<file path="src/rtl/ext_irq_sense_ctrl.sv">
module ext_irq_sense_ctrl #(
  parameter int LINES  = 32,
  parameter int ADDR_W = 9
) (
  input  logic              clk,
  input  logic              rst_n,
  input  logic [LINES-1:0]  irq_in,
  input  logic [ADDR_W-1:0] bus_addr,
  input  logic              bus_we,
  input  logic [31:0]       bus_wdata,
  output logic [31:0]       bus_rdata,
  output logic [LINES-1:0]  irq_out
);
  localparam logic [ADDR_W-1:0] A_REQ  = ADDR_W'(12'h000);
  localparam logic [ADDR_W-1:0] A_CLR  = ADDR_W'(12'h004);
  localparam logic [ADDR_W-1:0] A_SET  = ADDR_W'(12'h008);
  localparam logic [ADDR_W-1:0] A_DET  = ADDR_W'(12'h100);
  localparam int                CFG_BASE = 'h180;

  logic [LINES-1:0] s1_q, s2_q, prev_q, en_q, det_q, hit, rise, fall, clr_vec;
  logic [5:0]       cfg_q [LINES];
  logic             unused_wdata;

  function automatic logic [ADDR_W-1:0] cfg_addr(input int n);
    return ADDR_W'(CFG_BASE + 4 * n);
  endfunction

  assign rise    = s2_q & ~prev_q;
  assign fall    = ~s2_q & prev_q;
  assign clr_vec = (bus_we && bus_addr == A_DET) ? bus_wdata[LINES-1:0] : '0;
  assign irq_out = det_q & en_q;
  assign unused_wdata = ^bus_wdata;

  always_comb begin
    for (int n = 0; n < LINES; n++) begin
      case (cfg_q[n])
        6'h01:   hit[n] = ~s2_q[n];
        6'h02:   hit[n] = s2_q[n];
        6'h04:   hit[n] = fall[n];
        6'h08:   hit[n] = rise[n];
        6'h0C:   hit[n] = rise[n] | fall[n];
        default: hit[n] = 1'b0;
      endcase
    end
  end

  always_ff @(posedge clk or negedge rst_n) begin
    if (!rst_n) begin
      s1_q   <= '0;
      s2_q   <= '0;
      prev_q <= '0;
      en_q   <= '0;
      det_q  <= '0;
      for (int n = 0; n < LINES; n++) cfg_q[n] <= '0;
    end else begin
      s1_q   <= irq_in;
      s2_q   <= s1_q;
      prev_q <= s2_q;
      det_q  <= (det_q & ~clr_vec) | hit;
      if (bus_we && bus_addr == A_SET) en_q <= en_q | bus_wdata[LINES-1:0];
      if (bus_we && bus_addr == A_CLR) en_q <= en_q & ~bus_wdata[LINES-1:0];
      for (int n = 0; n < LINES; n++)
        if (bus_we && bus_addr == cfg_addr(n)) cfg_q[n] <= bus_wdata[5:0];
    end
  end

  always_comb begin
    bus_rdata = '0;
    if (bus_addr == A_REQ) bus_rdata[LINES-1:0] = det_q & en_q;
    if (bus_addr == A_CLR || bus_addr == A_SET) bus_rdata[LINES-1:0] = en_q;
    if (bus_addr == A_DET) bus_rdata[LINES-1:0] = det_q;
    for (int n = 0; n < LINES; n++)
      if (bus_addr == cfg_addr(n)) bus_rdata[5:0] = cfg_q[n];
  end

  assert_en_set_R2: assert property (@(posedge clk) disable iff (!rst_n)
    (bus_we && bus_addr == A_SET) |=> ((en_q & $past(bus_wdata[LINES-1:0])) == $past(bus_wdata[LINES-1:0])));

  assert_en_clr_R3: assert property (@(posedge clk) disable iff (!rst_n)
    (bus_we && bus_addr == A_CLR) |=> ((en_q & $past(bus_wdata[LINES-1:0])) == '0));

  assert_req_read_R4: assert property (@(posedge clk) disable iff (!rst_n)
    (bus_addr == A_REQ) |-> (bus_rdata[LINES-1:0] == irq_out));

  assert_det_hold_R5: assert property (@(posedge clk) disable iff (!rst_n)
    1'b1 |=> (($past(det_q) & ~$past(clr_vec) & ~det_q) == '0));

  assert_det_source_R10: assert property (@(posedge clk) disable iff (!rst_n)
    1'b1 |=> ((~$past(det_q) & det_q & ~$past(hit)) == '0));

  assert_set_wins_R11: assert property (@(posedge clk) disable iff (!rst_n)
    1'b1 |=> (($past(clr_vec & hit) & ~det_q) == '0));
endmodule

</file>
<file path="config.mk">
export PLATFORM = sky130hd
export DESIGN_NAME = ext_irq_sense_ctrl
export DESIGN_NICKNAME = d
export VERILOG_FILES = /design/src/rtl/ext_irq_sense_ctrl.sv
export SDC_FILE = /design/constraint.sdc
export NUM_CORES = 1
export LEC_CHECK = 0
export ABC_AREA = 1
export BUFFER_PORTS_ARGS = -buffer_cell sky130_fd_sc_hd__buf_2
export CORE_ASPECT_RATIO = 1.4
export CORE_MARGIN = 2
export CORE_UTILIZATION = 55
export CTS_BUF_LIST = sky130_fd_sc_hd__clkbuf_8
export DETAILED_ROUTE_END_ITERATION = 16
export HOLD_SLACK_MARGIN = 0.12
export PLACE_DENSITY = 0.78
export SLEW_MARGIN = 20
export SYNTH_ARGS = -nofsm -noshare
export SYNTH_HDL_FRONTEND = slang
export SYNTH_SLANG_ARGS = --single-unit
</file>
<file path="constraint.sdc">
create_clock -name clk -period 2.6 [get_ports clk]
set_clock_uncertainty 0.2 [all_clocks]
set_input_delay 0.26 -clock clk [delete_from_list [all_inputs] [get_ports clk]]
set_output_delay 0.26 -clock clk [all_outputs]
set_load 0.01 [all_outputs]
</file>
**Word-level counts from Yosys, hierarchy flattened**

Index checks and enable logic that the tools add are counted.

- Bitwise logic cells: 75
- Mux-type cells: 70
- Equal/unequal tests: 195
- Reduce and logical (&&, ||, !) cells: 38

Operators with widths:

| cell | count |
|---|---|
| equality test 6 x 4 -> 1 bit, second input constant | 64 |
| equality test 9 bit, second input constant | 33 |
| equality test 6 x 1 -> 1 bit, second input constant | 32 |
| equality test 6 x 2 -> 1 bit, second input constant | 32 |
| equality test 6 x 3 -> 1 bit, second input constant | 32 |
| 2-to-1 mux 32 bit | 6 |
| 2-to-1 mux 6 bit | 32 |
| bitwise AND 32 bit | 5 |
| case mux 1 bit (5 select lines) | 32 |
| inverter 32 bit | 4 |
| bitwise OR 32 bit | 2 |
| logical AND 1 bit | 35 |
| inverter 1 bit | 32 |
| bitwise OR 1 bit | 32 |
| equality test 9 x 3 -> 1 bit, second input constant | 1 |
| equality test 9 x 4 -> 1 bit, second input constant | 1 |
| zero test 9 bit | 1 |
| nonzero test 2 bit | 1 |
| logical OR 1 bit | 1 |

- Word-level logic and storage cells: 415
- Register bits: 352
- Input bits: 76

**Logic depth before layout (Yosys ltp)**

- Word-level depth: 36
- Gate-level depth with buffers: 22
- Depth with buffers taken out: 22

**Worst setup path before layout**

OpenSTA, ideal clock, no wires.

- Kind: in2out
- From: input bus_addr[8]
- To: output bus_rdata[0]
- Buffers on the path: 2
- Path slack: 113 ps
- Data arrival time: 2,027 ps
- Cell stages on the path: 20
- Path through: buf_2 -> clkbuf_1 -> o211ai_1 -> nand4_1 -> nor2_1 -> nand4_1 -> nand2_1 -> nand4_1 -> nor2_1 -> nand4_1 -> nor2_1 -> nand4_1 -> nand2_1 -> nand4_1 -> nor2_1 -> nand4_1 -> nor2_1 -> nand4_1 -> nor2_1 -> nand2_1

- Longest elaborated chain between the ends: 36
- Elaborated cells between the ends (all ways): 72

RTL lines:

| element | line | text |
|---|---|---|
| start, declared | 8 | `input logic [ADDR_W-1:0] bus_addr,` |
| zero test 9 bit (tied with other cells) | 69 | `if (bus_addr == A_REQ) bus_rdata[LINES-1:0] = det_q & en_q;` |
| 2-to-1 mux 32 bit / logical OR 1 bit (equally long branches) | 69, 70 |  |
| 2-to-1 mux 32 bit | 70 | `if (bus_addr == A_CLR \|\| bus_addr == A_SET) bus_rdata[LINES-1:0] = en_q;` |
| 2-to-1 mux 32 bit | 71 | `if (bus_addr == A_DET) bus_rdata[LINES-1:0] = det_q;` |
| 2-to-1 mux 6 bit (31 in a row) | 73 | `if (bus_addr == cfg_addr(n)) bus_rdata[5:0] = cfg_q[n];` |
| 2-to-1 mux 6 bit (*) | 73 |  |
| end, declared | 11 | `output logic [31:0] bus_rdata,` |

Every way passes the cells marked *; elsewhere a longest branch is shown, timed or not.

**Worst setup path in the final report**

- From: register det_q[3]
- To: output bus_rdata[3]

- Longest elaborated chain between the ends: 36

RTL lines:

| element | line | text |
|---|---|---|
| start, declared | 20 | `logic [LINES-1:0] s1_q, s2_q, prev_q, en_q, det_q, hit, rise, fall, clr_vec;` |
| start signal, assigned | 59 | `det_q <= (det_q & ~clr_vec) \| hit;` |
| bitwise AND 32 bit | 69 |  |
| 2-to-1 mux 32 bit | 69 |  |
| 2-to-1 mux 32 bit | 70 |  |
| 2-to-1 mux 32 bit (*) | 71 |  |
| 2-to-1 mux 6 bit (*) (32 in a row) | 73 |  |

Marked as above.

==> impl_metrics.ini <==
[floorplanning]
fp.dieH_um = 214
die-width_um = 154
start_util = 0.560
fp-row-count = 76
design.die.area_um2 = 32800
core_um2 = 30800
io_pins = 140

[status]
violations = negative setup slack
status = finished with violations

[timing]
max_freq_ghz = 0.267
tightest_slew_ns = 0.743
hold_violations = 0
timing.final.crit_share = 1.44
final.min_clock_period_ns = 3.75
setup_viol = 6
relSlewSlack = 0.504
fin_ws_ns = -1.15
rsz0062_at_grt = yes
drv_slew = 0

[critical_path]
crit_path_max_incr_delay_ns = 0.43
critPathCaptureType = primary output
reg2reg_to = det_q[8]
slowest_stage = dfrtp_1
crit_chain = nand2_1 > inv_1 > nand3_1 > nand3_1 > nor2_1 > nand4_1 > nor2_2 > nand4_1 > nor2_1 > nand4_1 > nand2_1 > nand4_1 > nor2_2 > nand4_1 > nor2_1 > nand4_1 > nor2_2 > nand4_1 > nor2_1 > nand4_1 > buf_2
r2r_cells = 6
crit_path_frequent_cell = nand4_1
crit_path_max_fanout = 3
r2r_start = s2_q[8]
cp.required_ns = 2.14
start_kind = register
ff2ff_setup_slack_ns = 0.63
arrival_ns = 3.29
worstSetupPathType = reg -> out

[clock_tree]
cts_htree_levels = 2
cts_tree = done
clock-sinks = 352
clk_latency_ns = 0.62
cts_inserted_buffers = 53
path_clk_slew_ns = 0.07
cts-root-buf = clkbuf_8
clockBufferDepth = 3

[placement]
dp_cells = 2688
pre_cts_ws_ns = -0.864
io_buffer_count = 139
hpwlAfterDp_mm = 37.4
gp_congestion = 0.950
placed_cell_area_um2 = 19700

[layout]
antennaDiodeCount = 0
area.growth.synth_to_final_pct = 26.7
fillers = 2361
finalNonFillerCells = 2887
layout_commonest_cell = nand2_1
final_nets = 2593
drive_gt1_frac = 0.184
stdcell_area_um2 = 21900
final_cell_mix = 488 x nand2_1, 351 x dfrtp_1, 267 x o21ai_0

[drt]
postRouteAntennaNets = 0
routed_wirelength_mm = 53.9
wl_per_cell_um = 18.7
vias_per_cell = 5.68
drt-initial-drc-count = 1367
drc_errors = 0
vias = 16400
drt_first_pass_iters = 6

[hold_path]
hp-class = reg -> reg
min-delay-start = s1_q[15]
worstHoldPathCells = 0
whs_endpoint = s2_q[15]

[synth]
syn-num-nets = 2189
yosys_warnings = 0
syn_avg_cell_area_um2 = 8.42
synth-async-reset-ratio = 1.00
synth_cell_type_count = 39
synth_cells = 2049
syn_area_um2 = 17300
seq_area_frac_synth = 0.511
synthFlopType = dfrtp_1
synth_edf_count = 0
ys_ff_latch = 352

[power_and_ir_drop]
total_power_w = 0.0125
p_per_area_nw_per_um2 = 572
cellLeakagePower_nw = 10.2
ir_worst_vdd_v = 0.000626

[run]
drv_cap = 0

[global_routing]
grt_overflow = 0
grt_use_total = 0.331
grt_pass1_wl_mm = 85.6
grt_max_degree = 74
antenna_found_initial = 0
first_global_vias = 16700
[kinds of logic (layout without fill, tap and decap cells)]
logic type,after synthesis,after routing,share of synthesized area
flip-flops,352,352,0.511
AND/OR/NAND/NOR,816,816,0.200
buffers and inverters,341,789,0.0748
adder cells (fa/ha/maj),64,64,0.0464
AO/OA/AOI/OAI,470,470,0.165
multiplexers,6,6,0.00348
[flip-flops by register name (all words and copies together), names as in the netlist, named ones only]
name / flops
det_q: 32
s2_q: 32
s1_q: 32
cfg_q: 192
prev_q: 32
[synth_stat cells (all sizes together), types with 5 or more instances]
| cell | number | area [µm²] |
|---|---|---|
| o221ai | 14 | 123 |
| nor2 | 135 | 529 |
| o21ai | 267 | 1340 |
| buf | 10 | 47.6 |
| nand4 | 58 | 363 |
| ha | 64 | 801 |
| dfrtp | 352 | 8810 |
| nor4 | 9 | 56.3 |
| clkbuf | 67 | 251 |
| inv | 262 | 983 |
| a21boi | 15 | 113 |
| o32a | 5 | 50.1 |
| nand2 | 495 | 1880 |
| nor3 | 30 | 160 |
| a311oi | 31 | 272 |
| a21oi | 58 | 290 |
| a22o | 24 | 210 |
| o32ai | 26 | 228 |
| o211ai | 14 | 105 |
| a31oi | 7 | 43.8 |
| o31ai | 7 | 52.6 |
| nand3 | 83 | 425 |
| mux2i | 6 | 60.1 |
[power by group]
part | total [W] | switching, W | internal [W]
combinational | 0.00163 | 0.000940 | 0.000695
sequential | 0.00615 | 0.000326 | 0.00583
clock | 0.00471 | 0.00219 | 0.00252
total | 0.0125 | 0.00346 | 0.00904
[final cells by class]
class,instances,area [µm²],share of cell area
Clock inverter,29,160,0.00733
Tap cell,390,488,0.0223
Sequential cell,352,8810,0.403
Timing Repair Buffer,426,3210,0.147
Multi-Input combinational cell,1356,7240,0.331
Inverter,264,991,0.0453
Clock buffer,70,963,0.0441
[metrics by stage]
step,TNS [ns],hold slack [ns],utilization
after floorplan,0,-0.236,-
after global placement,-4.84,0.0702,0.638
after detailed placement,-4.79,0.0753,0.638
after CTS,-6.82,0.143,0.708
after global routing,-7.93,0.146,0.710
final,-6.57,0.138,0.710
[per-layer routing]
metal / part of all wire / wire (µm) / GRT usage
met5: 0 / 0 / 0
met4: 0.052 / 2800 / 0.174
met3: 0.065 / 3500 / 0.0445
met2: 0.49 / 26400 / 0.565
met1: 0.39 / 21200 / 0.413
[what timing repair did]
item | in CTS | in global routing
gates resized for setup | 12 | 13
buffers inserted | 0 | 1
pin swaps | 2 | 3
hold buffers | 99 | 0
hold endpoints to repair | 574 | 0
endpoints found under the setup margin | 6 | 6
[worst max path at each step]
stage	from	endpoint	slack [ns]	cells after the start
floorplan	bus_addr[8]	bus_rdata[0]	0.11	20
global placement	bus_addr[6]	bus_rdata[5]	-0.89	25
detailed placement	bus_addr[2]	bus_rdata[5]	-0.86	26
CTS	det_q[3]	bus_rdata[3]	-1.23	21
global route	register	bus_rdata[0]	-1.38	19
finish	det_q[3]	bus_rdata[3]	-1.15	21
[critical path, delay by kind of cell (launching register included)]
kind	cells	cell delay [ns]
buffers and inverters	2	0.22
AND/OR/NAND/NOR	19	2.03
flip-flops	1	0.43
Note: power is estimated with default switching activity, not from simulation.
